### src/rtl/async_char_tx.sv
module async_char_tx #(
  parameter int DMAX = 8
) (
  input  logic            clk,
  input  logic            rst_n,
  input  logic            bit_en,
  input  logic            cfg_seven,
  input  logic            cfg_par_en,
  input  logic            cfg_par_odd,
  input  logic            cfg_two_stop,
  input  logic            wr_en,
  input  logic [DMAX-1:0] wr_data,
  output logic            txd,
  output logic            hold_empty,
  output logic            tx_end
);
  localparam int FW = DMAX + 4;
  localparam int CW = $clog2(FW + 1);

  logic [DMAX-1:0] hold_q;
  logic            hold_full;
  logic [FW-1:0]   sh_q;
  logic [CW-1:0]   cnt_q;
  logic            busy_q;
  logic            end_q;

  logic [CW-1:0]   dlen, nbits;
  logic [DMAX-1:0] mask;
  logic            par_bit;
  logic [FW-1:0]   frame;
  logic            last, load, accept;

  assign dlen    = cfg_seven ? CW'(DMAX - 1) : CW'(DMAX);
  assign nbits   = dlen + CW'(2) + CW'(cfg_par_en) + CW'(cfg_two_stop);
  assign mask    = cfg_seven ? {1'b0, {(DMAX-1){1'b1}}} : {DMAX{1'b1}};
  assign par_bit = (^(hold_q & mask)) ^ cfg_par_odd;
  assign last    = busy_q && (cnt_q == nbits - CW'(1));
  assign load    = bit_en && hold_full && (!busy_q || last);
  assign accept  = wr_en && !hold_full;

  always_comb begin
    frame    = '1;
    frame[0] = 1'b0;
    for (int k = 0; k < DMAX; k++)
      if (CW'(k) < dlen) frame[k+1] = hold_q[k];
    if (cfg_par_en) frame[dlen + CW'(1)] = par_bit;
  end

  always_ff @(posedge clk) begin
    if (!rst_n) begin
      hold_q    <= '0;
      hold_full <= 1'b0;
      sh_q      <= '1;
      cnt_q     <= '0;
      busy_q    <= 1'b0;
      end_q     <= 1'b1;
    end else begin
      if (load) begin
        sh_q   <= frame;
        cnt_q  <= '0;
        busy_q <= 1'b1;
      end else if (bit_en && busy_q) begin
        if (last) busy_q <= 1'b0;
        sh_q  <= {1'b1, sh_q[FW-1:1]};
        cnt_q <= cnt_q + CW'(1);
      end

      if (load) hold_full <= 1'b0;
      else if (accept) begin
        hold_q    <= wr_data;
        hold_full <= 1'b1;
      end

      if (accept) end_q <= 1'b0;
      else if (bit_en && last && !hold_full) end_q <= 1'b1;
    end
  end

  assign txd        = busy_q ? sh_q[0] : 1'b1;
  assign hold_empty = !hold_full;
  assign tx_end     = end_q;

  p_idle_mark_r1: assert property (@(posedge clk) disable iff (!rst_n)
    !busy_q |-> txd);
  p_start_low_r2: assert property (@(posedge clk) disable iff (!rst_n)
    load |=> !txd);
  p_bit_held_r6: assert property (@(posedge clk) disable iff (!rst_n)
    (busy_q && !bit_en) |=> $stable(txd));
  p_empty_on_move_r8: assert property (@(posedge clk) disable iff (!rst_n)
    load |=> hold_empty);
  p_end_set_r9: assert property (@(posedge clk) disable iff (!rst_n)
    (bit_en && last && !hold_full && !wr_en) |=> tx_end);
  p_end_idle_r9: assert property (@(posedge clk) disable iff (!rst_n)
    tx_end |-> !busy_q);
  p_ignore_full_r10: assert property (@(posedge clk) disable iff (!rst_n)
    (hold_full && !load) |=> $stable(hold_q));
endmodule

### config.mk
export PLATFORM = sky130hd
export DESIGN_NAME = async_char_tx
export DESIGN_NICKNAME = d
export VERILOG_FILES = /design/src/rtl/async_char_tx.sv
export SDC_FILE = /design/constraint.sdc
export NUM_CORES = 1
export LEC_CHECK = 0
export ABC_CLOCK_PERIOD_IN_PS = 2500
export BUFFER_PORTS_ARGS = -buffer_cell sky130_fd_sc_hd__buf_2
export CAP_MARGIN = 20
export CELL_PAD_IN_SITES_DETAIL_PLACEMENT = 2
export CELL_PAD_IN_SITES_GLOBAL_PLACEMENT = 2
export CORE_MARGIN = 4
export CORE_UTILIZATION = 30
export DETAILED_ROUTE_END_ITERATION = 8
export GPL_ROUTABILITY_DRIVEN = 0
export PLACE_DENSITY_LB_ADDON = 0.1
export SYNTH_ARGS = -nofsm -noshare
export SYNTH_HDL_FRONTEND = slang
export SYNTH_SLANG_ARGS = --single-unit
export TNS_END_PERCENT = 50
### constraint.sdc
create_clock -name clk -period 2.5 [get_ports clk]
set_input_delay 0.25 -clock clk [delete_from_list [all_inputs] [get_ports clk]]
set_output_delay 0.25 -clock clk [all_outputs]
set_load 0.005 [all_outputs]
Word-level counts from Yosys, hierarchy flattened
Cells that the tools add are included.
{"block": "word_totals", "output_inout_bits": 3, "wordCells": 67, "ff_bits": 27}
{"block": "classes", "n_eq_ne": 1, "n_lt_le_gt_ge": 10, "addsub": 6, "reduce_logical": 18, "muxes": 22, "n_bitwise": 4}
{"operator": "$mux W12", "n": 3}
{"operator": "$lt A3 B4 Y1 const A", "n": 4}
{"operator": "$mux W1", "n": 15}
{"operator": "$bwmux W12", "n": 1}
{"operator": "$add A4 B1 Y4", "n": 2}
{"operator": "$add A4 B1 Y4 const B", "n": 2}
{"operator": "$and A8 B8 Y8", "n": 1}
{"operator": "$logic_and A1 B1 Y1", "n": 8}
{"operator": "$lt A1 B4 Y1 const A", "n": 2}
{"operator": "$lt A2 B4 Y1 const A", "n": 2}
{"operator": "$mux W8", "n": 1}
{"operator": "$reduce_xor A8 Y1", "n": 1}
{"operator": "$reduce_bool A2 Y1", "n": 3}
{"operator": "$lt A4 B5 Y1 const B", "n": 1}
{"operator": "$add A4 B2 Y4 const B", "n": 1}
{"operator": "$demux W1 S4", "n": 1}
{"operator": "$eq A4 B4 Y1", "n": 1}
{"operator": "$ge A4 B1 Y1 const B", "n": 1}
{"operator": "$mux W4", "n": 1}
{"operator": "$reduce_and A2 Y1", "n": 2}
{"operator": "$sub A4 B1 Y4 const B", "n": 1}
{"operator": "$logic_not A1 Y1", "n": 2}
{"operator": "$not A1 Y1", "n": 2}
{"operator": "$reduce_or A2 Y1", "n": 1}
{"operator": "2 further kinds", "n": 2}

Depth between registers and ports, before layout
{"block": "logic_depth", "ltp_word": 11, "depth_mapped": 11}

Worst setup path before layout
Ideal clock, no wire load.
{"block": "synth_path", "path_type": "input -> register", "from": "in cfg_seven", "to": "reg sh_q[1]", "path_stages": 11, "setup_ns": 0.121, "required_ns": 2.379, "arrival_time_ns": 2.152, "setup_slack_ns": 0.226, "cell_sequence": "inv_1 ha_1 inv_1 ha_1 ha_1 a21o_1 a21oi_1 o221ai_4 a21oi_2 buf_6 mux2_4"}
{"block": "synth_via", "elab_chain_cells": 10, "word_cells_on_any_way": 25}
{"element": "start: declaration", "line": "7", "rtl": "input logic cfg_seven,"}
{"element": "$mux W4", "line": "33", "rtl": "assign dlen = cfg_seven ? CW'(DMAX - 1) : CW'(DMAX);"}
{"element": "$add A4 B2 Y4", "line": "34", "rtl": "assign nbits = dlen + CW'(2) + CW'(cfg_par_en) + CW'(cfg_two_stop);"}
{"element": "$add A4 B1 Y4 (2 in series)", "line": "34"}
{"element": "$sub A4 B1 Y4", "line": "37", "rtl": "assign last = busy_q && (cnt_q == nbits - CW'(1));"}
{"element": "$eq A4 B4 Y1", "line": "37"}
{"element": "$logic_and A1 B1 Y1", "line": "37"}
{"element": "$logic_or A1 B1 Y1", "line": "38", "rtl": "assign load = bit_en && hold_full && (!busy_q || last);"}
{"element": "$logic_and A1 B1 Y1", "line": "38"}
{"element": "$mux W12 or $reduce_bool A2 Y1 (tied branches)"}
{"element": "end signal: assignment", "line": "59", "rtl": "sh_q <= frame;"}
{"element": "end signal: assignment", "line": "64", "rtl": "sh_q <= {1'b1, sh_q[FW-1:1]};"}
{"element": "end: declaration", "line": "22", "rtl": "logic [FW-1:0] sh_q;"}
Parallel ways exist; a longest one is shown, timed or not.
A chain may end at the register's enable or synchronous reset.

Worst setup path in the final report
{"block": "layout_path", "from": "in cfg_seven", "to": "reg sh_q[5]"}
Same word-level chain as after synthesis.

==> impl_results.rst <==
.. list-table::
   :header-rows: 1

   * - Metric
     - Value
   * - Met3 Routed Length
     - 86 um
   * - Number of global-route vias before repair
     - 1288
   * - CTS Buf Count
     - 3
   * - Pin count of the biggest net entering global routing
     - 34
   * - Number of remaining DRC errors
     - 0
   * - Count of flip-flops with a built-in enable after synthesis
     - 0
   * - Switch Pwr
     - 0.0002515 W
   * - Post-route antenna net violation count
     - 0
   * - Pre-antenna DRT Iters
     - 4
   * - Most common flop cell mapped by yosys
     - sky130_fd_sc_hd__dfxtp_1
   * - Initial Util
     - 0.3142
   * - Reported max-cap violation count
     - 0
   * - DPL Wire Length
     - 2856 um
   * - Worst stage delay on the critical path
     - 0.32 ns
   * - Multiplexer share of the synthesized area
     - 0.07975
   * - Proportion of layout cells with a drive suffix above 1
     - 0.2265
   * - Combined flip-flop and latch cell area
     - 500.5 um^2
   * - Number of DRC markers after the initial detailed-route iteration
     - 38
   * - Sequential area share after synthesis
     - 0.3584
   * - Average detailed-routed wire length per instance
     - 15.55 um
   * - CTS H-tree depth
     - 1
   * - Worst path setup slack after routing
     - 0.2419 ns
   * - CTS root buf
     - sky130_fd_sc_hd__clkbuf_8
   * - Chip height
     - 76.23 um
   * - Num ports
     - 19
   * - Max_slew headroom
     - 0.6018
   * - Standard-cell rows
     - 24
   * - Comb power frac
     - 0.206
   * - CP max-delay cell
     - sky130_fd_sc_hd__mux2_2
   * - Finished Layout Cells
     - 233
   * - Antenna violations before repair
     - 0
   * - Xor-xnor portion of the synthesized cell area
     - 0.08154
   * - Mapped Cells
     - 159
   * - Post-synthesis share of cell area spent on and, or, nand and nor gates
     - 0.2392
   * - CORE AREA
     - 4444 um^2
   * - Kind of end point of the critical path
     - flop
   * - Area fraction in compound gates after synthesis
     - 0.1380
   * - Count of synthesis-stage warnings from yosys
     - 0
   * - TritonCTS clock tree
     - built
   * - Sequential share of power
     - 0.505
   * - Min-Delay Path Class
     - in -> reg
   * - Most Frequent Cell on Critical Path
     - sky130_fd_sc_hd__ha_1
   * - Maximum clock insertion buffer count
     - 2
   * - Number of placed instances, taps included
     - 229
   * - Number of failing hold endpoints at the final stage
     - 0
   * - Global-route wire length before repair
     - 6251 um
   * - Syn_nets
     - 181
   * - Area share of the leading cell type in the synthesized netlist
     - 0.3584
   * - Mapped Area
     - 1396 um^2
   * - Combinational family with the most area after synthesis
     - simple AND/OR/NAND/NOR gates
   * - Die width
     - 76.23 um
   * - Pin slew with the least headroom to its limit
     - 0.5961 ns
   * - Relative contribution of the clock network to total power
     - 0.289
   * - Timing-limited maximum frequency
     - 0.4429 GHz
   * - Via count
     - 1185
   * - Result of the run
     - finished clean
   * - Most repeated cell in the gate-level netlist after synthesis
     - sky130_fd_sc_hd__nand2_1
   * - Final Slew Violations
     - 0
   * - Setup slack, reg-to-reg
     - 0.73 ns
   * - Critical path data required time
     - 2.67 ns
   * - Wire length the detailed router placed on met1
     - 1603 um
   * - Count of instances resized after the clock tree is built
     - 0
   * - Final nets
     - 204
   * - Avg Synthesized Cell Area
     - 8.782 um^2
   * - Final period utilization
     - 0.9032
   * - Area growth from synthesis to final layout
     - 16.49%
   * - Setup repair after global routing missed its margin
     - false
   * - Number of distinct library cells after synthesis
     - 37
   * - Clock transition at the registers of the reported paths
     - 0.10 ns
   * - # clock sinks
     - 25
   * - Worst-Skew Late Latency
     - 0.28 ns
   * - Die area
     - 5810 um^2
   * - Total internal power
     - 0.0006299 W
   * - Routed WL
     - 3623 um
   * - CP startpoint kind
     - input port
   * - Top cells by area, synth
     - sky130_fd_sc_hd__dfxtp_1 (36%), sky130_fd_sc_hd__nand2_1 (10%), sky130_fd_sc_hd__mux2_4 (6.5%)
   * - Total track usage
     - 0.1326
   * - Setup slack at placement
     - -0.06896 ns
   * - Routed via count divided by cell count
     - 5.086
   * - Post-CTS Hold Fix Bufs
     - 0
   * - Number of synthesized register bits
     - 25
   * - Max layer used
     - met4
   * - Top cell type by total area after synthesis
     - sky130_fd_sc_hd__dfxtp_1
   * - Fraction of registers with async set/reset
     - 0
   * - Arithmetic-cell share of the synthesized area counting full adders, half adders and majority gates
     - 0.05914
   * - Layout Skew
     - 0.009358 ns
   * - Largest fanout of any net on the critical path
     - 7
   * - Cell-by-cell listing of the critical path
     - buf_2 -> inv_1 -> ha_1 -> inv_1 -> ha_1 -> ha_1 -> a21o_1 -> a21oi_1 -> o221ai_4 -> a21oi_2 -> buf_12 -> mux2_2
   * - Post-CTS setup-driven buffer insertion count
     - 0
   * - Wire length on met2
     - 1886 um
   * - Global route total overflow
     - 0
   * - Worst setup path category
     - in -> reg
   * - Sw frac
     - 0.2853
   * - Port Buf Inserts
     - 18
   * - Lkg Pwr
     - 0.7204 nW
   * - Fillers
     - 519
   * - Peak supply drop
     - 0.1719 mV
   * - Final setup violating endpoints
     - 0
   * - Number of inserted diodes
     - 0
   * - Leading post-synthesis cells by instance count
     - sky130_fd_sc_hd__nand2_1 (39), sky130_fd_sc_hd__dfxtp_1 (25), sky130_fd_sc_hd__xnor2_1 (10)
   * - Power density of the placed cells
     - 541.9 nW/um^2
   * - Arrival time of the worst setup path
     - 2.43 ns
   * - Time the worst path needs with I/O delays and setup
     - 2.258 ns
   * - Multi-input gate area
     - 834.6 um^2
[per-stage QoR]
step	area, um^2	power, W	setup TNS [ns]	hold slack (ns)	util
after CTS	1627	0.0008973	0	0.2119	0.3660
after global placement	1582	0.0006282	0	0.4474	0.3559
after floorplan	1396	0.0005758	0	0.3949	-
after detailed placement	1582	0.0006400	-0.3128	0.4720	0.3559
final	1627	0.0008814	0	0.2154	0.3660
after global routing	1627	0.0009362	0	0.2354	0.3660
[worst max-delay path, delay by kind of cell]
kind | cells | cell delay (ns)
AO/OA/AOI/OAI | 4 | 0.84
adder cells (fa/ha/maj) | 3 | 0.66
buffers and inverters | 4 | 0.35
multiplexers | 1 | 0.32
[layout make-up]
cell class	instances	share of cell area
tap	52	0.04000
timing repair buffer	25	0.09538
sequential	25	0.3077
inverter	7	0.01615
multi-input combinational	120	0.5131
clock buffer	4	0.02769
[path summary, 6_finish.rpt]
check,from,endpoint,cells after the start
max,cfg_seven,sh_q[5],12
min,wr_data[0],hold_q[0],3
max reg2reg,cnt_q[0],sh_q[5],6
min reg2reg,sh_q[0],sh_q[0],2
[metal layers]
metal	track usage	vias to the layer above
li1	-	574
met1	0.1556	593
met2	0.2452	13
met3	0.02246	5
met4	0.03804	0
met5	0	-
[power groups by stage]
stage,clock network [W],registers (W),logic [W]
6_report,0.000255,0.000445,0.000181
5_1_grt,0.000281,0.000450,0.000206
4_1_cts,0.000265,0.000446,0.000186
3_5_place_dp,0,0.000455,0.000185
3_3_place_gp,0,0.000454,0.000174
2_1_floorplan,0,0.000448,0.000128
[sequential cells by signal, summed over array words and instances (netlist names)]
name and cells:
busy_q 1, cnt_q 4, hold_full 1, hold_q 8, sh_q 10, tx_end 1
[cell usage in the layout (no fill, tap or decap), types with 2 or more instances in the layout]
| master | n |
|---|---|
| sky130_fd_sc_hd__xnor2_1 | 10 |
| sky130_fd_sc_hd__ha_1 | 5 |
| sky130_fd_sc_hd__o21ai_0 | 3 |
| sky130_fd_sc_hd__dfxtp_1 | 25 |
| sky130_fd_sc_hd__and3_1 | 3 |
| sky130_fd_sc_hd__clkbuf_8 | 3 |
| sky130_fd_sc_hd__nor2_1 | 2 |
| sky130_fd_sc_hd__xor2_1 | 3 |
| sky130_fd_sc_hd__nor3b_1 | 3 |
| sky130_fd_sc_hd__o2111ai_1 | 2 |
| sky130_fd_sc_hd__buf_2 | 18 |
| sky130_fd_sc_hd__mux2_4 | 6 |
| sky130_fd_sc_hd__buf_4 | 6 |
| sky130_fd_sc_hd__nand2b_1 | 8 |
| sky130_fd_sc_hd__a31oi_1 | 2 |
| sky130_fd_sc_hd__a21boi_0 | 9 |
| sky130_fd_sc_hd__nand3_1 | 8 |
| sky130_fd_sc_hd__inv_1 | 7 |
| sky130_fd_sc_hd__nand2_1 | 39 |
[cells by family after synthesis]
| kind of cell | Yosys count |
|---|---|
| fa+ha+maj | 6 |
| xor+xnor | 13 |
| flops | 25 |
| simple gates | 69 |
| buf+inv | 14 |
| compound gates | 24 |
| mux | 8 |
Power figures use the tool's default switching activity.
